$ cat config.mk
export PLATFORM = sky130hd
export DESIGN_NAME = prog_ctr_stack
export DESIGN_NICKNAME = d
export VERILOG_FILES = /design/src/rtl/pcs_pkg.sv /design/src/rtl/pcs_arbiter.sv /design/src/rtl/pcs_ret_stack.sv /design/src/rtl/pcs_tbl_addr.sv /design/src/rtl/prog_ctr_stack.sv
export SDC_FILE = /design/constraint.sdc
export NUM_CORES = 1
export LEC_CHECK = 0
export BUFFER_PORTS_ARGS = -buffer_cell sky130_fd_sc_hd__buf_2
export CAP_MARGIN = 30
export CELL_PAD_IN_SITES_DETAIL_PLACEMENT = 0
export CELL_PAD_IN_SITES_GLOBAL_PLACEMENT = 1
export CORE_ASPECT_RATIO = 1.4
export CORE_MARGIN = 2
export CORE_UTILIZATION = 35
export DETAILED_ROUTE_END_ITERATION = 12
export GPL_TIMING_DRIVEN = 0
export HOLD_SLACK_MARGIN = 0.06
export PLACE_DENSITY = 0.64
export SLEW_MARGIN = 20
export SYNTH_ARGS = -nofsm -noshare
export SYNTH_HDL_FRONTEND = slang
export SYNTH_HIERARCHICAL = 1
export SYNTH_SLANG_ARGS = --single-unit
$ cat constraint.sdc
create_clock -name clk -period 4.2 [get_ports clk]
set_input_delay 0.21 -clock clk [delete_from_list [all_inputs] [get_ports clk]]
set_output_delay 0.21 -clock clk [all_outputs]
set_load 0.01 [all_outputs]
$ cat src/rtl/pcs_pkg.sv
package pcs_pkg;
    typedef enum logic [2:0] {
        SEL_HOLD,
        SEL_INC,
        SEL_SKIP,
        SEL_PCL,
        SEL_JMP,
        SEL_CALL,
        SEL_RET,
        SEL_IRQ
    } nxt_sel_e;

    typedef enum logic {
        ST_RUN,
        ST_BUBBLE
    } seq_st_e;
endpackage

$ cat src/rtl/pcs_arbiter.sv
module pcs_arbiter
    import pcs_pkg::*;
(
    input  logic     in_run,
    input  logic     stk_full,
    input  logic     irq_ack,
    input  logic     ret_en,
    input  logic     call_en,
    input  logic     jump_en,
    input  logic     pcl_wr,
    input  logic     skip_en,
    input  logic     adv_en,
    output nxt_sel_e sel
);
    always_comb begin
        if (!in_run)                   sel = SEL_INC;
        else if (irq_ack && !stk_full) sel = SEL_IRQ;
        else if (ret_en)               sel = SEL_RET;
        else if (call_en)              sel = SEL_CALL;
        else if (jump_en)              sel = SEL_JMP;
        else if (pcl_wr)               sel = SEL_PCL;
        else if (skip_en)              sel = SEL_SKIP;
        else if (adv_en)               sel = SEL_INC;
        else                           sel = SEL_HOLD;
    end
endmodule

$ cat src/rtl/pcs_ret_stack.sv
module pcs_ret_stack #(
    parameter int AW    = 11,
    parameter int DEPTH = 4
) (
    input  logic          clk,
    input  logic          rst_n,
    input  logic          push,
    input  logic          pop,
    input  logic [AW-1:0] push_val,
    output logic [AW-1:0] top_val,
    output logic          full
);
    localparam int PTR_W = (DEPTH > 1) ? $clog2(DEPTH) : 1;
    localparam int CNT_W = $clog2(DEPTH + 1);

    logic [AW-1:0]    mem [DEPTH];
    logic [PTR_W-1:0] wp;
    logic [PTR_W-1:0] wp_inc;
    logic [PTR_W-1:0] wp_dec;
    logic [CNT_W-1:0] cnt;

    assign wp_inc  = (wp == PTR_W'(DEPTH - 1)) ? '0 : wp + PTR_W'(1);
    assign wp_dec  = (wp == '0) ? PTR_W'(DEPTH - 1) : wp - PTR_W'(1);
    assign top_val = (cnt == '0) ? '0 : mem[wp_dec];
    assign full    = (cnt == CNT_W'(DEPTH));

    // Circular buffer: when full, wp points at the oldest entry, so a push
    // overwrites it while the count stays at DEPTH.
    always_ff @(posedge clk) begin
        if (!rst_n) begin
            wp  <= '0;
            cnt <= '0;
            for (int i = 0; i < DEPTH; i++) mem[i] <= '0;
        end else if (push) begin
            mem[wp] <= push_val;
            wp      <= wp_inc;
            if (!full) cnt <= cnt + CNT_W'(1);
        end else if (pop && cnt != '0) begin
            wp  <= wp_dec;
            cnt <= cnt - CNT_W'(1);
        end
    end

    assert_drop_oldest_R6: assert property (@(posedge clk) disable iff (!rst_n)
        (push && full) |=> full);

    assert_empty_pop_R7: assert property (@(posedge clk) disable iff (!rst_n)
        (pop && !push && cnt == '0) |=> (cnt == '0 && top_val == '0));

    assert_pop_clears_full_R6: assert property (@(posedge clk) disable iff (!rst_n)
        (pop && !push && full) |=> !full);
endmodule

$ cat src/rtl/pcs_tbl_addr.sv
module pcs_tbl_addr #(
    parameter int AW     = 11,
    parameter int PAGE_W = 8
) (
    input  logic [AW-1:0]     pc,
    input  logic [PAGE_W-1:0] ptr,
    input  logic              last_page,
    output logic [AW-1:0]     addr
);
    localparam int HI_W = AW - PAGE_W;

    always_comb begin
        if (last_page) addr = {{HI_W{1'b1}}, ptr};
        else           addr = {pc[AW-1:PAGE_W], ptr};
    end
endmodule

$ cat src/rtl/prog_ctr_stack.sv
module prog_ctr_stack
    import pcs_pkg::*;
#(
    parameter int PC_W      = 11,
    parameter int PAGE_W    = 8,
    parameter int STK_DEPTH = 4,
    parameter int SRC_W     = 2,
    parameter int VEC_SHIFT = 2
) (
    input  logic              clk,
    input  logic              rst_n,
    input  logic              adv_en,
    input  logic              skip_en,
    input  logic              pcl_wr,
    input  logic [PAGE_W-1:0] pcl_byte,
    input  logic              jump_en,
    input  logic              call_en,
    input  logic [PC_W-1:0]   target,
    input  logic              ret_en,
    input  logic              irq_ack,
    input  logic [SRC_W-1:0]  irq_src,
    input  logic [PAGE_W-1:0] tbl_ptr,
    input  logic              tbl_last,
    output logic [PC_W-1:0]   fetch_addr,
    output logic [PC_W-1:0]   tbl_addr,
    output logic              stk_full,
    output logic              flush
);
    seq_st_e         state_q;
    seq_st_e         state_d;
    nxt_sel_e        sel;
    logic [PC_W-1:0] pc_q;
    logic [PC_W-1:0] pc_d;
    logic [PC_W-1:0] pc_plus1;
    logic [PC_W-1:0] vec_addr;
    logic [PC_W-1:0] stk_top;
    logic            transfer;
    logic            push;
    logic            pop;
    logic [PC_W-1:0] push_val;

    pcs_arbiter u_arb (
        .in_run   (state_q == ST_RUN),
        .stk_full (stk_full),
        .irq_ack  (irq_ack),
        .ret_en   (ret_en),
        .call_en  (call_en),
        .jump_en  (jump_en),
        .pcl_wr   (pcl_wr),
        .skip_en  (skip_en),
        .adv_en   (adv_en),
        .sel      (sel)
    );

    assign pc_plus1 = pc_q + PC_W'(1);
    assign vec_addr = (PC_W'(irq_src) + PC_W'(1)) << VEC_SHIFT;
    assign push     = (sel == SEL_CALL) || (sel == SEL_IRQ);
    assign pop      = (sel == SEL_RET);
    assign push_val = (sel == SEL_CALL) ? pc_plus1 : pc_q;

    pcs_ret_stack #(.AW(PC_W), .DEPTH(STK_DEPTH)) u_stk (
        .clk      (clk),
        .rst_n    (rst_n),
        .push     (push),
        .pop      (pop),
        .push_val (push_val),
        .top_val  (stk_top),
        .full     (stk_full)
    );

    pcs_tbl_addr #(.AW(PC_W), .PAGE_W(PAGE_W)) u_tbl (
        .pc        (pc_q),
        .ptr       (tbl_ptr),
        .last_page (tbl_last),
        .addr      (tbl_addr)
    );

    always_comb begin
        unique case (sel)
            SEL_HOLD: pc_d = pc_q;
            SEL_INC:  pc_d = pc_plus1;
            SEL_SKIP: pc_d = pc_q + PC_W'(2);
            SEL_PCL:  pc_d = {pc_q[PC_W-1:PAGE_W], pcl_byte};
            SEL_JMP:  pc_d = target;
            SEL_CALL: pc_d = target;
            SEL_RET:  pc_d = stk_top;
            SEL_IRQ:  pc_d = vec_addr;
            default:  pc_d = pc_q;
        endcase
    end

    assign transfer = (sel != SEL_HOLD) && (sel != SEL_INC);

    // Next-state logic: T_TRANSFER, T_RESUME, T_STAY
    always_comb begin
        unique case (state_q)
            ST_RUN:    state_d = transfer ? ST_BUBBLE : ST_RUN;
            ST_BUBBLE: state_d = ST_RUN;
            default:   state_d = ST_RUN;
        endcase
    end

    // State and counter register
    always_ff @(posedge clk) begin
        if (!rst_n) begin
            state_q <= ST_RUN;
            pc_q    <= '0;
        end else begin
            state_q <= state_d;
            pc_q    <= pc_d;
        end
    end

    // Outputs
    always_comb begin
        fetch_addr = pc_q;
        flush      = (state_q == ST_BUBBLE);
    end

    assert_bubble_single_R10: assert property (@(posedge clk) disable iff (!rst_n)
        (state_q == ST_BUBBLE) |=> (state_q == ST_RUN && pc_q == $past(pc_q) + PC_W'(1)));

    assert_page_kept_R4: assert property (@(posedge clk) disable iff (!rst_n)
        (sel == SEL_PCL) |=> (pc_q[PC_W-1:PAGE_W] == $past(pc_q[PC_W-1:PAGE_W])
                              && pc_q[PAGE_W-1:0] == $past(pcl_byte)));

    assert_skip_two_R3: assert property (@(posedge clk) disable iff (!rst_n)
        (sel == SEL_SKIP) |=> (pc_q == $past(pc_q) + PC_W'(2) && flush));

    assert_irq_blocked_R8: assert property (@(posedge clk) disable iff (!rst_n)
        (irq_ack && stk_full) |-> (sel != SEL_IRQ));
endmodule

==> results of run 1 <==
## power breakdown
| group | switching, uW | leakage, uW | internal (uW) | total [uW] |
|---|---|---|---|---|
| registers | 51.0 | 0.000599 | 720 | 771 |
| clock network | 268 | 0.000151 | 516 | 784 |
| logic | 367 | 0.00120 | 267 | 634 |
| total | 686 | 0.00195 | 1500 | 2190 |
## how the worst max path moves through the flow
stage            startpoint              end  slack, ns  depth (start not counted)
3_3_place_gp   u_stk/cnt[0]  u_stk/mem[3][3]       0.02                         12
2_1_floorplan  u_stk/cnt[0]  u_stk/mem[3][0]       1.08                         12
4_1_cts        u_stk/cnt[0]     u_stk/cnt[2]       0.64                         15
5_1_grt        u_stk/cnt[0]     u_stk/cnt[2]       0.40                         15
3_5_place_dp   u_stk/cnt[0]     u_stk/cnt[2]       0.68                         15
6_report       u_stk/cnt[0]     u_stk/cnt[2]       0.68                         15
## cell families after synthesis
| group | count (synthesis) | share of synthesized area, % |
|---|---|---|
| buffers and inverters | 47 | 6.62 |
| multiplexers | 15 | 8.11 |
| flip-flops | 61 | 42.9 |
| adder cells (fa/ha/maj) | 6 | 2.13 |
| AO/OA/AOI/OAI | 64 | 11.2 |
| AND/OR/NAND/NOR | 154 | 23.4 |
| XOR/XNOR | 25 | 5.65 |
## metal layers
metal	vias to the layer above	part of all wire [%]	track usage, %	routed length (microns)
li1	1470	-	-	-
met1	1475	40	20.9	4370
met2	89	53	34.7	5820
met3	15	4.2	3.34	452
met4	0	2.2	8.48	239
met5	-	0	0	0
## layout by cell type (no fill, tap or decap), types with 4 or more instances in the layout
cell,n
o21ai_0,18
nor2b_1,6
dfxtp_1,17
nand3_1,11
edfxtp_1,44
ha_1,5
a211oi_1,4
buf_4,12
a221oi_1,5
nor3_1,9
nor2_1,18
and3_1,15
nand2_1,22
buf_2,63
xor2_1,16
inv_1,11
clkbuf_1,11
and2_1,47
xnor2_1,9
a21oi_1,15
clkbuf_16,9
mux4_2,10
## per-stage QoR
stage | util (%) | hold WS (ns) | setup WS (ns) | instance area, sq um | total power (uW)
6_report | 43.0 | 0.205 | 0.681 | 4650 | 2190
5_1_grt | 43.0 | 0.208 | 0.405 | 4650 | 2300
4_1_cts | 43.0 | 0.196 | 0.640 | 4650 | 2220
3_5_place_dp | 40.1 | 0.532 | 0.679 | 4330 | 1420
3_3_place_gp | 40.0 | 0.537 | 0.0192 | 4320 | 1410
2_1_floorplan | - | 0.354 | 1.08 | 3870 | 1210
## area by class of cell
type	count	share of cell area [%]
clock inverters	7	1.91
plain buffers	35	4.55
flip-flops and latches	61	35.8
well taps	141	3.80
inverters	12	0.969
repair buffers	54	5.82
clock buffers	9	4.85
multi-input cells	264	42.4
## worst max-delay path, delay by kind of cell (launching register included)
kind | cells | cell delay [ns]
compound gates | 2 | 0.26
fa+ha+maj | 1 | 0.48
buf+inv | 5 | 1.03
simple gates | 7 | 1.18
flops | 1 | 0.46
## cells in the mapped netlist, types with 4 or more instances
master,instances
inv_1,11
nor3_1,9
nand3_1,11
nor2_1,18
mux4_2,10
a221oi_1,5
buf_2,9
clkbuf_1,11
a21oi_1,15
nand2_1,22
a211oi_1,4
xnor2_1,9
edfxtp_1,44
o21ai_0,18
and3_1,15
nor2b_1,6
ha_1,5
and2_1,47
buf_4,12
dfxtp_1,17
xor2_1,16
## registers in the layout (all words and copies together), names as in the netlist
name and count:
u_stk/mem 44, fetch_addr 11, u_stk/cnt 3, u_stk/wp 2, flush 1
==> flow_metrics.tcl, run 1 <==
set metrics [dict create \
    placed_cells 567 \
    tightestPinTransition_ns 0.693 \
    cts_buffers 9 \
    numPortBuffers 54 \
    hold_path_class "in2reg" \
    finalSetupTns_ns 0 \
    vias_per_cell 5.23 \
    cp_common_cell "inv_1" \
    grt_max_degree 12 \
    core_area_sq_mm 0.0108 \
    wirelength_microns 10900 \
    vdd_drop_max_v 0.000170 \
    holdBufCountCts 0 \
    skew_ns 0.00537 \
    power_density_mw_per_mm2 471 \
    yosysSeqAreaShare_pct 42.9 \
    min_from "target[6]" \
    grt_pass1_vias 3044 \
    multi_input_area_sq_mm 0.00197 \
    p_leak_uw 0.00195 \
    cp.required_ns 4.42 \
    avgSynthCellArea_sq_um 10.4 \
    drv_slew 0 \
    via_count 3049 \
    dp_hpwl_microns 8120 \
    worstPathArrival_ns 3.74 \
    synthCells 372 \
    fp.dieW_microns 92.9 \
    cp_slowest_cell "fa_1" \
    cts-root-buf "clkbuf_16" \
    maxCapViolCount 0 \
    wl_per_cell_microns 18.7 \
    synth_top_area_share_pct 34.1 \
    clockBufferDepth 2 \
    path_max_fanout 10 \
    drcViolationCount 0 \
    instances_no_fill 583 \
    min_to "fetch_addr[6]" \
    fill_cells 1060 \
    rows 45 \
    r2r-start "u_stk/cnt[0]" \
    drt_iter0_drc 100 \
    numClockSinks 61 \
    cts_resized 0 \
    synth_area_sq_mm 0.00387 \
    end_kind "flip-flop" \
    start_util_pct 35.8 \
    hold_viol 0 \
    die_area_sq_mm 0.0119 \
    yosys_warnings 6 \
    synth_top_cell_by_area "edfxtp_1" \
    syn_nets 417 \
    h-tree-depth 3 \
    crit_chain "nor2_1 > and2_1 > nor2b_4 > nor2b_1 > o31ai_1 > buf_6 > nand2_1 > inv_1 > buf_2 > clkbuf_1 > inv_1 > fa_1 > or3b_1 > a21boi_0 > and3b_1" \
    relSlewSlack_pct 53.8 \
    period_needed_ns 3.52 \
    dr.pass1.iters 4 \
    synth_ff_type "edfxtp_1" \
    path_class "reg2reg" \
    fin_crit_sh_pct 83.8 \
    drive_gt1_share_pct 26.7 \
    worstSetupStartpointType "flip-flop" \
    finalSetupViolCount 0 \
    antenna_cells 0 \
    grt_overflow 0 \
    synth-edff-count 44 \
    cts_setup_buffers 0 \
    yosys-top-cells-area "edfxtp_1 (34%), dfxtp_1 (8.8%), and2_1 (7.6%)" \
    cts_tree "built" \
    synth_cell_types 62 \
    die_h_microns 128 \
    ios 63 \
    layout.area.seq_sq_mm 0.00166 \
    ff2ff_setup_slack_ns 0.68 \
    async_flop_share_pct 0 \
    r2r_end "u_stk/cnt[2]" \
    antenna_found_initial 0 \
    rsz0062_at_grt "no" \
    critical_path.max_stage_delay_ns 0.48 \
    timing.fmax_ghz 0.284 \
    worst_r2r_path_depth 15 \
    syn_to_final_growth_pct 20.0 \
    min_path_cells 3 \
    gp_congestion 0.826 \
    finalNetCount 482 \
    clkLatencyLatePin_ns 0.32 \
    clk_pin_slew_ns 0.06 \
    grtUsageTotal_pct 18.8 \
    grt_pass1_wl_microns 16700 \
    postRouteAntennaNets 0 \
    outcome "completed" \
    synth_seq_cells 61 \
]
No activity file was read; power rests on OpenSTA's default activity.
==> inputs of run 2 (changes only) <==
Clock period 4.2 ns to 3.67 ns, I/O delays scaled along.
==> run 2 against run 1 <==
Effect of this change: clock-buffer cell count unchanged; register-to-register slack got worse by 0.37 ns; global-route usage unchanged; critical path depth unchanged; routed wire length about the same; fmax increased by 4.7%; final cell count unchanged; sequential share of layout area about the same; hold slack got worse by 0.028 ns; largest cell class unchanged; highest routed layer unchanged.
==> flow_metrics.tcl, run 2 (synthesized netlist as in run 1, its figures left out) <==
set metrics [dict create \
    multi_input_area_sq_mm 0.00197 \
    drcViolationCount 0 \
    path_class "reg2reg" \
    dpl_cell_area_sq_mm 0.00433 \
    die_h_microns 128 \
    layout.area.seq_sq_mm 0.00166 \
    vdd_drop_max_v 0.000196 \
    period_needed_ns 3.36 \
    drt_iter0_drc 102 \
    finalNetCount 482 \
    core_area_sq_mm 0.0108 \
    timing.fmax_ghz 0.297 \
    cp_common_cell "inv_1" \
    critical_path.max_stage_delay_ns 0.47 \
    maxCapViolCount 0 \
    worstSetupStartpointType "flip-flop" \
    largest_reg_flops 44 \
    clk_pin_slew_ns 0.06 \
    end_kind "flip-flop" \
    numClockSinks 61 \
    finalWorstSetupSlack_ns 0.308 \
    mostFrequentLayoutCells "buf_2 (63), and2_1 (47), edfxtp_1 (44), nand2_1 (22)" \
    pre_cts_slack_ns 0.149 \
    drive_gt1_share_pct 26.9 \
    mostFrequentLayoutCell "buf_2" \
    path_max_fanout 10 \
    rows 45 \
    hold_viol 0 \
    wl_per_cell_microns 18.7 \
    die_area_sq_mm 0.0119 \
    grt_overflow 0 \
    crit_chain "nor2_1 > and2_1 > nor2b_4 > nor2b_1 > o31ai_1 > buf_6 > nand2_1 > inv_1 > buf_2 > clkbuf_2 > inv_1 > fa_1 > or3b_1 > a21boi_0 > and3b_1" \
    via_count 3060 \
    start_util_pct 35.8 \
    power_density_mw_per_mm2 539 \
    postRouteAntennaNets 0 \
    clkLatencyLatePin_ns 0.33 \
    cts_tree "built" \
    fin_area_sq_mm 0.00465 \
    drv_slew 0 \
    path_delay_family "simple AND/OR/NAND/NOR gates" \
    hold_path_class "in2reg" \
    holdBufCountCts 0 \
    regMostFlops "u_stk/mem" \
    cts-root-buf "clkbuf_16" \
    antenna_cells 0 \
    tightestPinTransition_ns 0.694 \
    grtUsageTotal_pct 18.8 \
    grt_pass1_wl_microns 16700 \
    syn_to_final_growth_pct 20.0 \
    relSlewSlack_pct 53.7 \
    cp.required_ns 3.89 \
    dr.pass1.iters 4 \
    antenna_found_initial 0 \
    rsz0062_at_grt "no" \
    grt_pass1_vias 3044 \
    cts_setup_buffers 0 \
    cts_buffers 9 \
    outcome "completed" \
    dp_hpwl_microns 8120 \
    vias_per_cell 5.25 \
    ios 63 \
    grt_max_degree 12 \
    gp_congestion 0.826 \
    numPortBuffers 54 \
    crit_buf_inv 5 \
    skew_ns 0.00537 \
    h-tree-depth 3 \
    clockBufferDepth 2 \
    wirelength_microns 10900 \
    finalPower_uw 2510 \
    fp.dieW_microns 92.9 \
    fin_crit_sh_pct 91.6 \
    finalSetupTns_ns 0 \
    p_leak_uw 0.00195 \
    cp_slowest_cell "fa_1" \
    final_util_pct 43.0 \
    fill_cells 1060 \
    finalSetupViolCount 0 \
    worstPathArrival_ns 3.58 \
]
run 2: worst paths after layout:
kind / from / endpoint / slack [ns] / cells past startpoint
setup / recovery: u_stk/cnt[0] / u_stk/cnt[2] / 0.31 / 15
hold / removal: target[6] / fetch_addr[6] / 0.18 / 3
setup reg to reg: u_stk/cnt[0] / u_stk/cnt[2] / 0.31 / 15
hold reg to reg: u_stk/cnt[1] / u_stk/cnt[1] / 0.55 / 2
run 2: metrics by stage:
step,std cells,hold WS (ns)
after global placement,567,0.511
after detailed placement,567,0.511
after global routing,583,0.181
after CTS,583,0.170
after floorplan,372,0.327
final,583,0.177
run 2: layout make-up:
type                            instances  area share [%]
Buffer                                 35            4.58
Inverter                               12           0.969
Tap cell                              141            3.80
Timing Repair Buffer                   54            5.81
Multi-Input combinational cell        264            42.3
Clock buffer                            9            4.85
Sequential cell                        61            35.7
Clock inverter                          7            1.91
run 2: per-layer routing:
layer,GRT usage [%],vias to the layer above,share of wire [%]
li1,-,1464,-
met1,20.9,1486,40
met2,34.7,95,53
met3,3.34,15,4.2
met4,8.48,0,2.2
met5,0,-,0
run 2: power by group:
group          switching (uW)  internal [uW]
Combinational             420            306
Sequential               58.8            824
Clock                     308            590
run 2: worst reg2reg max path: cells and delay by family, from the launching register on:
family | cells | cell delay (ns)
AO/OA/AOI/OAI | 2 | 0.26
AND/OR/NAND/NOR | 7 | 1.18
adder cells (fa/ha/maj) | 1 | 0.47
buffers and inverters | 5 | 0.90
flip-flops | 1 | 0.46
run 2: repair_timing:
item,in CTS,in global routing
gates resized for setup,0,2
hold endpoints to repair,0,0
setup endpoints to repair,0,1
